==> src/rtl/callret_pkg.sv <==
package callret_pkg;

    localparam int OPC_W = 5;
    localparam int IDX_W = 3;

    localparam logic [OPC_W-1:0] OP_CALL = 5'b01110;
    localparam logic [OPC_W-1:0] OP_RETN = 5'b01010;

    typedef enum logic [1:0] {
        PH_F = 2'd0,
        PH_D = 2'd1,
        PH_E = 2'd2
    } phase_e;

    typedef enum logic [2:0] {
        S1_NONE,
        S1_PC,
        S1_SP,
        S1_MAR,
        S1_IRA
    } src1_e;

    typedef enum logic [2:0] {
        S2_NONE,
        S2_ONE,
        S2_NEG1,
        S2_MBR,
        S2_IDX
    } src2_e;

    typedef enum logic [1:0] {
        FN_PASS1,
        FN_PASS2,
        FN_ADD
    } alu_e;

    typedef enum logic [2:0] {
        DST_NONE,
        DST_PC,
        DST_SP,
        DST_MAR,
        DST_MBR,
        DST_IR
    } dst_e;

    typedef struct packed {
        src1_e s1;
        src2_e s2;
        alu_e  fn;
        dst_e  dst;
        logic  rd;
        logic  wr;
    } uop_t;

    function automatic uop_t mk_uop(src1_e s1, src2_e s2, alu_e fn, dst_e dst,
                                    logic rd, logic wr);
        uop_t u;
        u.s1  = s1;
        u.s2  = s2;
        u.fn  = fn;
        u.dst = dst;
        u.rd  = rd;
        u.wr  = wr;
        return u;
    endfunction

endpackage

==> src/rtl/callret_ctrl.sv <==
module callret_ctrl
    import callret_pkg::*;
(
    input  logic             clk,
    input  logic             rst_n,
    input  logic [OPC_W-1:0] opcode,
    output phase_e           phase,
    output logic [1:0]       tick,
    output uop_t             uop
);

    typedef struct packed {
        phase_e     ph;
        logic [1:0] tk;
    } seq_t;

    seq_t seq_d, seq_q;
    logic is_call, is_retn;

    assign is_call = (opcode == OP_CALL);
    assign is_retn = (opcode == OP_RETN);

    always_comb begin
        seq_d = seq_q;
        uop   = mk_uop(S1_NONE, S2_NONE, FN_PASS1, DST_NONE, 1'b0, 1'b0);

        unique case (seq_q.ph)
            PH_F: begin
                unique case (seq_q.tk)
                    2'd0: uop = mk_uop(S1_PC, S2_NONE, FN_PASS1, DST_MAR, 1'b1, 1'b0);
                    2'd1: uop = mk_uop(S1_PC, S2_ONE, FN_ADD, DST_PC, 1'b0, 1'b0);
                    2'd2: uop = mk_uop(S1_NONE, S2_MBR, FN_PASS2, DST_IR, 1'b0, 1'b0);
                    default: begin
                        if (is_call) begin
                            uop = mk_uop(S1_IRA, S2_IDX, FN_ADD, DST_MAR, 1'b0, 1'b0);
                        end
                    end
                endcase
            end
            PH_D: begin
                unique case (seq_q.tk)
                    2'd0: uop = mk_uop(S1_NONE, S2_NONE, FN_PASS1, DST_NONE, 1'b1, 1'b0);
                    2'd2: uop = mk_uop(S1_NONE, S2_MBR, FN_PASS2, DST_MAR, 1'b0, 1'b0);
                    default: ;
                endcase
            end
            PH_E: begin
                if (is_call) begin
                    unique case (seq_q.tk)
                        2'd0: uop = mk_uop(S1_PC, S2_NONE, FN_PASS1, DST_MBR, 1'b0, 1'b0);
                        2'd1: uop = mk_uop(S1_MAR, S2_NONE, FN_PASS1, DST_PC, 1'b0, 1'b0);
                        2'd2: uop = mk_uop(S1_SP, S2_NONE, FN_PASS1, DST_MAR, 1'b0, 1'b1);
                        default: uop = mk_uop(S1_SP, S2_ONE, FN_ADD, DST_SP, 1'b0, 1'b0);
                    endcase
                end else if (is_retn) begin
                    unique case (seq_q.tk)
                        2'd0: uop = mk_uop(S1_SP, S2_NEG1, FN_ADD, DST_SP, 1'b0, 1'b0);
                        2'd1: uop = mk_uop(S1_SP, S2_NONE, FN_PASS1, DST_MAR, 1'b1, 1'b0);
                        2'd3: uop = mk_uop(S1_NONE, S2_MBR, FN_PASS2, DST_PC, 1'b0, 1'b0);
                        default: ;
                    endcase
                end
            end
            default: ;
        endcase

        seq_d.tk = seq_q.tk + 2'd1;
        if (seq_q.tk == 2'd3) begin
            unique case (seq_q.ph)
                PH_F: begin
                    if (is_call) begin
                        seq_d.ph = PH_D;
                    end else if (is_retn) begin
                        seq_d.ph = PH_E;
                    end else begin
                        seq_d.ph = PH_F;
                    end
                end
                PH_D:    seq_d.ph = PH_E;
                default: seq_d.ph = PH_F;
            endcase
        end
    end

    always_ff @(posedge clk) begin
        if (!rst_n) begin
            seq_q <= '{ph: PH_F, tk: 2'd0};
        end else begin
            seq_q <= seq_d;
        end
    end

    assign phase = seq_q.ph;
    assign tick  = seq_q.tk;

endmodule

==> src/rtl/callret_idxregs.sv <==
module callret_idxregs #(
    parameter int DW       = 32,
    parameter int IDX_W    = 3,
    parameter int REG_STEP = 4
) (
    input  logic [IDX_W-1:0] sel,
    output logic [DW-1:0]    val
);

    localparam int NREG = 1 << IDX_W;

    logic [DW-1:0] bank [NREG];

    generate
        for (genvar i = 0; i < NREG; i++) begin : g_reg
            if (i == 0) begin : g_zero
                assign bank[i] = '0;
            end else begin : g_step
                assign bank[i] = DW'(i * REG_STEP);
            end
        end
    endgenerate

    assign val = bank[sel];

endmodule

==> src/rtl/callret_dpath.sv <==
module callret_dpath
    import callret_pkg::*;
#(
    parameter int             DW         = 32,
    parameter int             AW         = 16,
    parameter logic [AW-1:0]  RESET_PC   = 16'h0010,
    parameter logic [AW-1:0]  STACK_BASE = 16'h0080
) (
    input  logic             clk,
    input  logic             rst_n,
    input  uop_t             uop,
    input  logic [DW-1:0]    idx_val,
    input  logic [DW-1:0]    mem_rdata,
    output logic [OPC_W-1:0] opcode,
    output logic [IDX_W-1:0] idx_sel,
    output logic [AW-1:0]    mem_addr,
    output logic [DW-1:0]    mem_wdata,
    output logic [AW-1:0]    pc,
    output logic [AW-1:0]    sp
);

    localparam int FLD_W = DW - OPC_W - IDX_W;

    typedef struct packed {
        logic [AW-1:0] pc;
        logic [AW-1:0] sp;
        logic [AW-1:0] mar;
        logic [DW-1:0] mbr;
        logic [DW-1:0] ir;
        logic          rd_wait;
    } dp_t;

    dp_t dp_d, dp_q;
    logic [DW-1:0] bus1, bus2, bus3;

    always_comb begin
        unique case (uop.s1)
            S1_PC:   bus1 = DW'(dp_q.pc);
            S1_SP:   bus1 = DW'(dp_q.sp);
            S1_MAR:  bus1 = DW'(dp_q.mar);
            S1_IRA:  bus1 = DW'(dp_q.ir[FLD_W-1:0]);
            default: bus1 = '0;
        endcase

        unique case (uop.s2)
            S2_ONE:  bus2 = DW'(1);
            S2_NEG1: bus2 = '1;
            S2_MBR:  bus2 = dp_q.mbr;
            S2_IDX:  bus2 = idx_val;
            default: bus2 = '0;
        endcase

        unique case (uop.fn)
            FN_PASS2: bus3 = bus2;
            FN_ADD:   bus3 = bus1 + bus2;
            default:  bus3 = bus1;
        endcase
    end

    always_comb begin
        dp_d         = dp_q;
        dp_d.rd_wait = uop.rd;
        if (dp_q.rd_wait) begin
            dp_d.mbr = mem_rdata;
        end
        unique case (uop.dst)
            DST_PC:  dp_d.pc  = bus3[AW-1:0];
            DST_SP:  dp_d.sp  = bus3[AW-1:0];
            DST_MAR: dp_d.mar = bus3[AW-1:0];
            DST_MBR: dp_d.mbr = bus3;
            DST_IR:  dp_d.ir  = bus3;
            default: ;
        endcase
    end

    always_ff @(posedge clk) begin
        if (!rst_n) begin
            dp_q.pc      <= RESET_PC;
            dp_q.sp      <= STACK_BASE;
            dp_q.mar     <= '0;
            dp_q.mbr     <= '0;
            dp_q.ir      <= '0;
            dp_q.rd_wait <= 1'b0;
        end else begin
            dp_q <= dp_d;
        end
    end

    assign opcode    = dp_q.ir[DW-1 -: OPC_W];
    assign idx_sel   = dp_q.ir[DW-OPC_W-1 -: IDX_W];
    assign mem_addr  = dp_d.mar;
    assign mem_wdata = dp_q.mbr;
    assign pc        = dp_q.pc;
    assign sp        = dp_q.sp;

endmodule

==> src/rtl/callret_core.sv <==
module callret_core
    import callret_pkg::*;
#(
    parameter int             DW         = 32,
    parameter int             AW         = 16,
    parameter logic [AW-1:0]  RESET_PC   = 16'h0010,
    parameter logic [AW-1:0]  STACK_BASE = 16'h0080,
    parameter int             REG_STEP   = 4
) (
    input  logic          clk,
    input  logic          rst_n,
    input  logic [DW-1:0] mem_rdata,
    output logic [AW-1:0] mem_addr,
    output logic          mem_rd,
    output logic          mem_wr,
    output logic [DW-1:0] mem_wdata,
    output logic [AW-1:0] pc_o,
    output logic [AW-1:0] sp_o,
    output logic [1:0]    phase_o,
    output logic [1:0]    tick_o
);

    uop_t             uop;
    phase_e           phase;
    logic [1:0]       tick;
    logic [OPC_W-1:0] opcode;
    logic [IDX_W-1:0] idx_sel;
    logic [DW-1:0]    idx_val;

    callret_ctrl u_ctrl (
        .clk    (clk),
        .rst_n  (rst_n),
        .opcode (opcode),
        .phase  (phase),
        .tick   (tick),
        .uop    (uop)
    );

    callret_idxregs #(
        .DW       (DW),
        .IDX_W    (IDX_W),
        .REG_STEP (REG_STEP)
    ) u_idx (
        .sel (idx_sel),
        .val (idx_val)
    );

    callret_dpath #(
        .DW         (DW),
        .AW         (AW),
        .RESET_PC   (RESET_PC),
        .STACK_BASE (STACK_BASE)
    ) u_dp (
        .clk       (clk),
        .rst_n     (rst_n),
        .uop       (uop),
        .idx_val   (idx_val),
        .mem_rdata (mem_rdata),
        .opcode    (opcode),
        .idx_sel   (idx_sel),
        .mem_addr  (mem_addr),
        .mem_wdata (mem_wdata),
        .pc        (pc_o),
        .sp        (sp_o)
    );

    assign mem_rd  = uop.rd;
    assign mem_wr  = uop.wr;
    assign phase_o = phase;
    assign tick_o  = tick;

endmodule

==> config.mk <==
export PLATFORM = sky130hd
export DESIGN_NAME = callret_core
export DESIGN_NICKNAME = d
export VERILOG_FILES = /design/src/rtl/callret_pkg.sv /design/src/rtl/callret_ctrl.sv /design/src/rtl/callret_idxregs.sv /design/src/rtl/callret_dpath.sv /design/src/rtl/callret_core.sv
export SDC_FILE = /design/constraint.sdc
export NUM_CORES = 1
export LEC_CHECK = 0
export ABC_AREA = 0
export BUFFER_PORTS_ARGS = -buffer_cell sky130_fd_sc_hd__buf_2
export CORE_ASPECT_RATIO = 1.75
export CORE_UTILIZATION = 40
export CTS_BUF_LIST = sky130_fd_sc_hd__clkbuf_16
export DETAILED_ROUTE_END_ITERATION = 16
export GPL_TIMING_DRIVEN = 0
export HOLD_SLACK_MARGIN = 0.15
export PLACE_DENSITY = 0.67
export SLEW_MARGIN = 15
export SYNTH_ARGS = -nofsm -noshare
export SYNTH_HDL_FRONTEND = slang
export SYNTH_SLANG_ARGS = --single-unit
==> constraint.sdc <==
create_clock -name clk -period 4.5 [get_ports clk]
set_input_delay 0.45 -clock clk [delete_from_list [all_inputs] [get_ports clk]]
set_output_delay 0.45 -clock clk [all_outputs]
set_load 0.02 [all_outputs]
### Yosys cells after proc, flatten, opt, wreduce, memory -nomap -nowiden

Memories as Yosys holds them, arrays and structs flattened.
Index checks and enable logic that the tools add are counted.
W data, S select, Z words.

* output and inout port bits: 86
* bits in read-only memories: 256
* register bits: 117
* word-level logic and storage cells: 57
* memories: 1

* eq/ne operators: 22
* mux-type cells: 19
* magnitude comparators: 1
* reductions and logical operators: 3
* bitwise operators: 1
* add/subtract/negate cells: 2

Memory list
* (name not given): words 8, bits a word 32, rd ports 1, clocked after Yosys merged registers in 0, write ports 0, RTL line callret_idxregs.sv:24 `assign val = bank[sel];`

Operators with widths (count)
* $mux W32: 4
* $pmux W32 S4: 1
* $pmux W24 S4: 1
* $pmux W13 S3: 2
* $pmux W12 S3: 2
* $pmux W32 S2: 1
* $mux W13: 3
* $add A24 B32 Y32: 1
* $eq A3 B2 Y1 const B: 6
* $pmux W9 S2: 1
* $mux W16: 1
* $eq A3 B3 Y1 const B: 4
* $eq A5 B4 Y1 const B: 2
* $eq A3 B1 Y1 const B: 3
* $eq A2 B2 Y1 const B: 4
* $eq A2 B1 Y1 const B: 3
* $ge A4 B4 Y1 const B: 1
* $logic_not A2 Y1: 2
* $mux W2: 2
* $not A3 Y4: 1
* $pmux W2 S2: 1
* $add A2 B1 Y2 const B: 1
* $reduce_bool A2 Y1: 1

### Logic depth before layout (Yosys ltp)

Gate-level depths: netlist (run 1).

* depth in word-level cells: 10
* gate-level depth with buffers: 21
* mapped depth without buffers: 18

### Modules after synthesis

Synthesis (run 1) repeated with hierarchy kept, for this count alone.

* cell total of the unflattened synthesis: 1176
* area total of the unflattened synthesis: 8908.5 um^2

Modules (own cells, without submodules)
* callret_dpath: cells an instance 1073, times used 1, seq. area each 2262.2 um^2, area an instance 8105.3 um^2
* callret_ctrl: cells an instance 70, times used 1, seq. area each 80.1 um^2, area an instance 559.3 um^2
* callret_idxregs: cells an instance 33, times used 1, seq. area each 0.0 um^2, area an instance 244.0 um^2

### Least setup slack after synthesis (run 1)

OpenSTA, ideal clock, no wires.

* path type: reg2out
* from: reg u_ctrl.seq_q (netlist bit u_ctrl.tick[1])
* to: out mem_addr[12]
* data required time: 4.050 ns
* buffers on the path: 2
* stages on the path, launching flop included: 18
* arrival time: 4.252 ns
* slack: -0.202 ns
* cell sequence: dfxtp_1 ha_1 or3b_1 or3_1 buf_2 o211ai_1 o21ai_0 a221o_1 ha_1 fa_1 a211oi_1 o211ai_1 a41oi_1 xnor2_1 a221oi_1 a31o_2 o21ai_0 buf_4

RTL lines
* start, declared: RTL line callret_ctrl.sv:17 `seq_t seq_d, seq_q;`
* start signal, assigned: RTL line callret_ctrl.sv:87 `seq_q <= '{ph: PH_F, tk: 2'd0};`
* start signal, assigned: RTL line callret_ctrl.sv:89 `seq_q <= seq_d;`
* end, declared: RTL line callret_core.sv:13 `output logic [AW-1:0] mem_addr,`

==> flow_metrics.tcl, run 1 <==
set metrics [dict create \
    hold_buffers 0 \
    first_pass_grt_wire_length_microns 51700 \
    post-synth-top-area-cell "sky130_fd_sc_hd__dfxtp_1" \
    timing.critical_path.arrival_ps 4680 \
    num_rows 70 \
    post-route-cell-area_sq_um 11400 \
    final_max_slew_viol_count 0 \
    dp_cells 1469 \
    routed_wirelength_microns 34900 \
    pwr-share-comb 0.323 \
    timing.critical_path.slowest_stage_cell "sky130_fd_sc_hd__a2111o_1" \
    synth.yosys.warnings 0 \
    chipWidth_microns 113 \
    hold_path_class "in2reg" \
    fin_ws_ps -632 \
    cp-end-kind "primary output" \
    routabilityCongestion 1.00 \
    synth-edff-count 0 \
    initial_utilization 0.412 \
    tightest_slew_ps 1090 \
    clock_latency_ps 430 \
    hpwl_microns 25200 \
    vdd.ir_drop.worst_mv 0.170 \
    cpPeakStageDelay_ps 480 \
    timing.max_cap.violations 0 \
    area_growth_syn_to_layout_pct 32.2 \
    holdWs_ps 385 \
    grt_max_degree 17 \
    core_region_area_sq_um 21000 \
    asyncSetResetFlopFracSynth 0 \
    syn-num-nets 1166 \
    crit_top_cell "sky130_fd_sc_hd__buf_4" \
    postSynthRegisterBits 117 \
    static_leakage_nw 4.85 \
    diodes 0 \
    dominantRegCellSynth "sky130_fd_sc_hd__dfxtp_1" \
    final.period_utilization 1.14 \
    sequentialPowerShare 0.309 \
    finish.net_count 1360 \
    power.share.switching 0.361 \
    numPortBuffers 119 \
    cts_buffer_depth 2 \
    final_layout_size_suffix_gt1_frac 0.366 \
    path_cells "buf_4, ha_2, and3b_1, buf_4, a21oi_4, and2_1, buf_6, buf_12, buf_8, a21oi_1, a21oi_1, ha_1, o211ai_1, o211ai_1, a2111o_1, and3_4, nor3_4, o311ai_2, nand2_1, buf_4, buf_2" \
    cts.reportedPaths.clkPinSlew_ps 60 \
    power.density_cell_area_nw_per_um2 328 \
    num_vias 9595 \
    rrSetupSlack_ps -110 \
    numCtsBuffers 17 \
    setup_tns_ps -5810 \
    dieArea_sq_um 22200 \
    clock_tree.root_cell "sky130_fd_sc_hd__clkbuf_16" \
    h_tree_depth 4 \
    finish.utilization 0.544 \
    netlist_top_cells_area "sky130_fd_sc_hd__dfxtp_1 27%, sky130_fd_sc_hd__buf_4 7.0%, sky130_fd_sc_hd__a21oi_1 5.4%" \
    detailedPlace.worstSlack_ps -1260 \
    drcViolationCount 0 \
    synth.cell_area_sq_um 8650 \
    final-hold-violation-count 0 \
    antenna_violations_before_repair 0 \
    ios 120 \
    switching_power_mw 1.35 \
    synth.yosys.seq_area_share 0.271 \
    placed_cell_area_sq_um 9570 \
    critical_path_required_ps 4050 \
    run_status "complete, but fails checks" \
    grt_util_all_layers 0.309 \
    synth.avg_cell_area_sq_um 7.88 \
    number_of_clock_sinks_seen_by_cts 117 \
    first_global_vias 9189 \
    max_slew_margin 0.272 \
    total_power_mw 3.75 \
    clkPwrFrac 0.367 \
    die_y_microns 197 \
    post_synth_num_cell_types 87 \
    worstSetupPathType "reg2out" \
    ant_nets 0 \
    final.setup_skew_ps 10.2 \
    synth_cells 1098 \
    detailedRoute.firstIterationViolations 661 \
    cp-start-kind "flip-flop" \
    unrepaired_setup_endpoints_after_global_routing "yes" \
    fmax_mhz 195 \
    min_period_ps 5130 \
    routed_via_density 6.17 \
    grt.overflow.total 0 \
    int_power_mw 2.39 \
    setup-violations-final 19 \
    drtPass1Iterations 5 \
    critical_path.max_fanout 10 \
    detail_route.wl_per_cell_microns 22.4 \
    stdcell_count 1556 \
    synth_top_area_share 0.271 \
    violated_checks "negative setup slack" \
    cts_tree "built" \
]
==> power by group through the flow <==
stage	clock network [mW]	logic, mW	registers [mW]
floorplan	0	0.692	1.16
detailed placement	0	0.987	1.18
finish	1.38	1.21	1.16
global route	1.42	1.27	1.16
global placement	0	0.980	1.17
CTS	1.38	1.11	1.16
==> state kept, by name (all words and copies together), names as in the netlist <==
signal          flops
u_ctrl.phase        2
u_ctrl.tick         2
u_dp.dp_q          41
u_dp.idx_sel        3
u_dp.mem_wdata     32
u_dp.opcode         5
u_dp.pc            16
u_dp.sp            16
==> final cells by class <==
cell class | count | area [sq um]
Fill cell | 1988 | 9590
Clock inverter | 14 | 150
Timing Repair Buffer | 183 | 1160
Sequential cell | 117 | 2350
Clock buffer | 17 | 425
Multi-Input combinational cell | 813 | 6000
Inverter | 18 | 72.6
Buffer | 142 | 962
Tap cell | 252 | 315
==> cell usage in the layout, fill, tap and decap left out, types with 12 or more instances in the layout <==
cell type	n
sky130_fd_sc_hd__inv_1	16
sky130_fd_sc_hd__a22oi_1	12
sky130_fd_sc_hd__dfxtp_1	115
sky130_fd_sc_hd__buf_2	125
sky130_fd_sc_hd__ha_1	20
sky130_fd_sc_hd__nand2_1	104
sky130_fd_sc_hd__and2_1	24
sky130_fd_sc_hd__o211ai_1	21
sky130_fd_sc_hd__clkbuf_16	17
sky130_fd_sc_hd__mux2_2	27
sky130_fd_sc_hd__a21o_1	12
sky130_fd_sc_hd__a21oi_1	82
sky130_fd_sc_hd__buf_6	21
sky130_fd_sc_hd__o22ai_1	14
sky130_fd_sc_hd__o21ai_0	76
sky130_fd_sc_hd__o21ai_1	17
sky130_fd_sc_hd__nand3_1	53
sky130_fd_sc_hd__nor2_1	64
sky130_fd_sc_hd__buf_4	133
sky130_fd_sc_hd__clkbuf_1	33
==> cell usage after synthesis, types with 4 or more instances <==
master,n
sky130_fd_sc_hd__nand3_1,54
sky130_fd_sc_hd__xnor2_1,10
sky130_fd_sc_hd__o21ai_1,14
sky130_fd_sc_hd__a21boi_0,4
sky130_fd_sc_hd__a31oi_1,9
sky130_fd_sc_hd__a311oi_1,4
sky130_fd_sc_hd__nand2_1,106
sky130_fd_sc_hd__nand2b_1,12
sky130_fd_sc_hd__o211ai_1,21
sky130_fd_sc_hd__mux2_2,27
sky130_fd_sc_hd__ha_1,33
sky130_fd_sc_hd__nor3_1,15
sky130_fd_sc_hd__a21oi_1,93
sky130_fd_sc_hd__o211a_1,5
sky130_fd_sc_hd__a221o_1,6
sky130_fd_sc_hd__a22o_1,4
sky130_fd_sc_hd__dfxtp_1,117
sky130_fd_sc_hd__clkbuf_1,42
sky130_fd_sc_hd__o221ai_1,5
sky130_fd_sc_hd__buf_2,23
sky130_fd_sc_hd__inv_1,18
sky130_fd_sc_hd__nor2_1,67
sky130_fd_sc_hd__a211oi_1,6
sky130_fd_sc_hd__and2_1,25
sky130_fd_sc_hd__or3_1,7
sky130_fd_sc_hd__o22ai_1,17
sky130_fd_sc_hd__o31a_1,5
sky130_fd_sc_hd__and3_1,9
sky130_fd_sc_hd__o31ai_1,8
sky130_fd_sc_hd__o21ai_0,91
sky130_fd_sc_hd__nor2b_1,6
sky130_fd_sc_hd__mux2i_1,19
sky130_fd_sc_hd__a221oi_1,4
sky130_fd_sc_hd__a22oi_1,13
sky130_fd_sc_hd__o21a_1,8
sky130_fd_sc_hd__buf_4,81
sky130_fd_sc_hd__xor2_1,9
sky130_fd_sc_hd__o32ai_1,4
sky130_fd_sc_hd__o41ai_1,5
sky130_fd_sc_hd__a21o_1,12
==> logic make-up (layout without fill, tap and decap cells) <==
group                      after synthesis  in the layout  synth area share
adders and majority gates               34             34            0.0500
DFF                                    117            117             0.271
and+or+nand+nor                        327            327             0.184
AOI/OAI and AO/OA                      387            387             0.305
xor gates and xnor gates                19             19            0.0192
buffers and inverters                  168            374             0.113
muxes                                   46             46            0.0571
==> path summary, 6_finish.rpt <==
check	startpoint	end	cells after the start
worst min-delay path	mem_rdata[21]	u_dp.mem_wdata[21]	4
worst max-delay path	u_ctrl.tick[1]	mem_addr[15]	21
worst max register to register	u_ctrl.tick[0]	u_dp.mem_wdata[30]	18
worst min register to register	u_dp.dp_q[9]	u_dp.dp_q[9]	2
==> critical path: cells and delay by family (launching register included) <==
| family | cells | cell delay (ps) |
|---|---|---|
| AND/OR/NAND/NOR | 5 | 940 |
| buffers and inverters | 7 | 1010 |
| AO/OA/AOI/OAI | 7 | 1410 |
| adder cells (fa/ha/maj) | 2 | 490 |
| flip-flops | 1 | 370 |
==> routing by layer <==
layer,wire length (microns),global-route usage,part of all wire,up-vias
met1,12400,0.327,0.36,4535
met3,2360,0.0477,0.068,169
met2,17600,0.548,0.50,516
li1,-,-,-,4375
met5,0,0,0,-
met4,2540,0.228,0.073,0
==> repair_timing <==
action	CTS	global route
buffers inserted	42	22
endpoints found under the setup margin	104	57
pin swaps	56	43
gates resized for setup	135	77
Note: power is estimated with default switching activity, not from simulation.
==> run 2: changes to the inputs <==
--- a/config.mk
+++ b/config.mk
@@ -14,6 +14,7 @@
 export GPL_TIMING_DRIVEN = 0
 export HOLD_SLACK_MARGIN = 0.15
 export PLACE_DENSITY = 0.67
+export SKIP_LAST_GASP = 1
 export SLEW_MARGIN = 15
 export SYNTH_ARGS = -nofsm -noshare
 export SYNTH_HDL_FRONTEND = slang
==> run 2 against run 1 <==
Net effect:
- largest cell class unchanged
- critical path type unchanged
- clock skew up 2.0 ps
- the flow still finishes with violations (negative setup slack)
- via count down 1.1%
- final area down 0.46%
- final cell count up 0.19%
- utilization down 0.25 points
- worst setup slack better by 13 ps
==> flow_metrics.tcl, run 2 (synthesis results as in run 1) <==
set metrics [dict create \
    min_period_ps 5120 \
    fin_ws_ps -619 \
    critical_path.max_fanout 10 \
    timing.max_cap.violations 0 \
    detailedPlace.worstSlack_ps -1260 \
    first_pass_grt_wire_length_microns 51800 \
    crit_top_cell "sky130_fd_sc_hd__buf_6" \
    numPortBuffers 119 \
    unrepaired_setup_endpoints_after_global_routing "yes" \
    run_status "complete, but fails checks" \
    hold_path_class "in2reg" \
    h_tree_depth 4 \
    path_delay_family "compound AO/OA/AOI/OAI gates" \
    max_slew_margin 0.253 \
    numCtsBuffers 17 \
    finish.net_count 1363 \
    static_leakage_nw 4.85 \
    cts.reportedPaths.clkPinSlew_ps 60 \
    chipWidth_microns 113 \
    num_vias 9490 \
    max_ffs_per_register 41 \
    drcViolationCount 0 \
    groute.layer.met3.usage 0.0498 \
    timing.critical_path.arrival_ps 4670 \
    path_cells "inv_2, ha_4, nor3_4, a2111o_1, buf_6, and3_1, a221o_1, ha_2, fa_2, a211oi_4, o211ai_1, buf_4, a41oi_2, xnor2_1, a221oi_2, a31o_2, o21ai_2, buf_6" \
    final_max_slew_viol_count 0 \
    grt_max_degree 17 \
    met1_demand_to_capacity_share_in_global_routing 0.326 \
    initial_utilization 0.412 \
    detailedRoute.firstIterationViolations 752 \
    routabilityCongestion 1.00 \
    most-common-layout-cells "140 x sky130_fd_sc_hd__buf_4, 126 x sky130_fd_sc_hd__buf_2, 115 x sky130_fd_sc_hd__dfxtp_1" \
    ant_nets 0 \
    final.setup_skew_ps 12.2 \
    number_of_clock_sinks_seen_by_cts 117 \
    grt.overflow.total 0 \
    final-hold-violation-count 0 \
    power.density_cell_area_nw_per_um2 328 \
    grt.busiest_layer "met2" \
    detail_route.wl_per_cell_microns 22.3 \
    holdWs_ps 384 \
    timing.critical_path.slowest_stage_cell "sky130_fd_sc_hd__a2111o_1" \
    final.period_utilization 1.14 \
    routed_wirelength_microns 34800 \
    core_region_area_sq_um 21000 \
    first_global_vias 9212 \
    hpwl_microns 25200 \
    gr-usage-met2 0.549 \
    fmax_mhz 195 \
    clock_latency_ps 430 \
    total_power_mw 3.73 \
    num_rows 70 \
    area_growth_syn_to_layout_pct 31.6 \
    drtPass1Iterations 5 \
    diodes 0 \
    cp-end-kind "primary output" \
    top_register "u_dp.dp_q" \
    final_layout_size_suffix_gt1_frac 0.364 \
    critical_path_required_ps 4050 \
    cp_num_buf_inv 4 \
    dieArea_sq_um 22200 \
    die_y_microns 197 \
    cp-start-kind "flip-flop" \
    grt_util_all_layers 0.309 \
    layout.cells.most_common "sky130_fd_sc_hd__buf_4" \
    vdd.ir_drop.worst_mv 0.171 \
    cpPeakStageDelay_ps 510 \
    cts_buffer_depth 2 \
    clock_tree.root_cell "sky130_fd_sc_hd__clkbuf_16" \
    tightest_slew_ps 1110 \
    ios 120 \
    cts_tree "built" \
    antenna_violations_before_repair 0 \
    routed_via_density 6.09 \
    setup-violations-final 17 \
    worstSetupPathType "reg2out" \
    violated_checks "negative setup slack" \
]
-- run 2: changes by cell type in the layout (fill, tap and decap cells not counted), sizes merged --
cell  previous run  this run
buf            286       289
-- run 2: path summary, 6_finish.rpt --
check | start | endpoint | slack, ps | cells past startpoint
max | u_ctrl.tick[1] | mem_addr[12] | -620 | 18
min | mem_rdata[21] | u_dp.mem_wdata[21] | 380 | 4
max reg2reg | u_ctrl.tick[1] | u_dp.mem_wdata[30] | -110 | 18
min reg2reg | u_dp.dp_q[15] | u_dp.dp_q[15] | 460 | 2
-- run 2: cell type report --
type,count,area [sq um]
Inverter,18,67.6
Timing Repair Buffer,186,1170
Tap cell,252,315
Buffer,142,956
Sequential cell,117,2350
Multi-Input combinational cell,813,5950
Clock inverter,14,150
Clock buffer,17,425
Fill cell,1999,9640
-- run 2: routing by layer --
metal,routed length [microns],up-vias
met3,2380,172
met2,17600,538
met4,2600,0
met1,12200,4404
li1,-,4376
met5,0,-
-- run 2: per-stage QoR --
step / std cells / setup TNS, ps / cell area, sq um / util
2_1_floorplan: 1098 / 0 / 8660 / -
3_3_place_gp: 1469 / -37600 / 9570 / 0.455
3_5_place_dp: 1469 / -36500 / 9570 / 0.455
4_1_cts: 1535 / -5200 / 11000 / 0.521
5_1_grt: 1559 / -8630 / 11400 / 0.541
6_report: 1559 / -5590 / 11400 / 0.541
-- run 2: tightest hold or removal path: cells and delay by family --
kind,cells,cell delay [ps]
muxes,1,50
buffers and inverters,1,70
and+or+nand+nor,1,60
AOI/OAI and AO/OA,1,140
-- run 2: report_power, final --
group | internal (mW) | switching (mW) | leakage (nW)
Sequential | 1.10 | 0.0596 | 0.952
Clock | 0.817 | 0.560 | 0.277
Combinational | 0.470 | 0.725 | 3.62
-- run 2: timing repair --
action,CTS,global route
hold buffers,0,0
pin swaps,54,40
endpoints found under the setup margin,104,57
buffers inserted,42,25
gates resized for setup,131,65
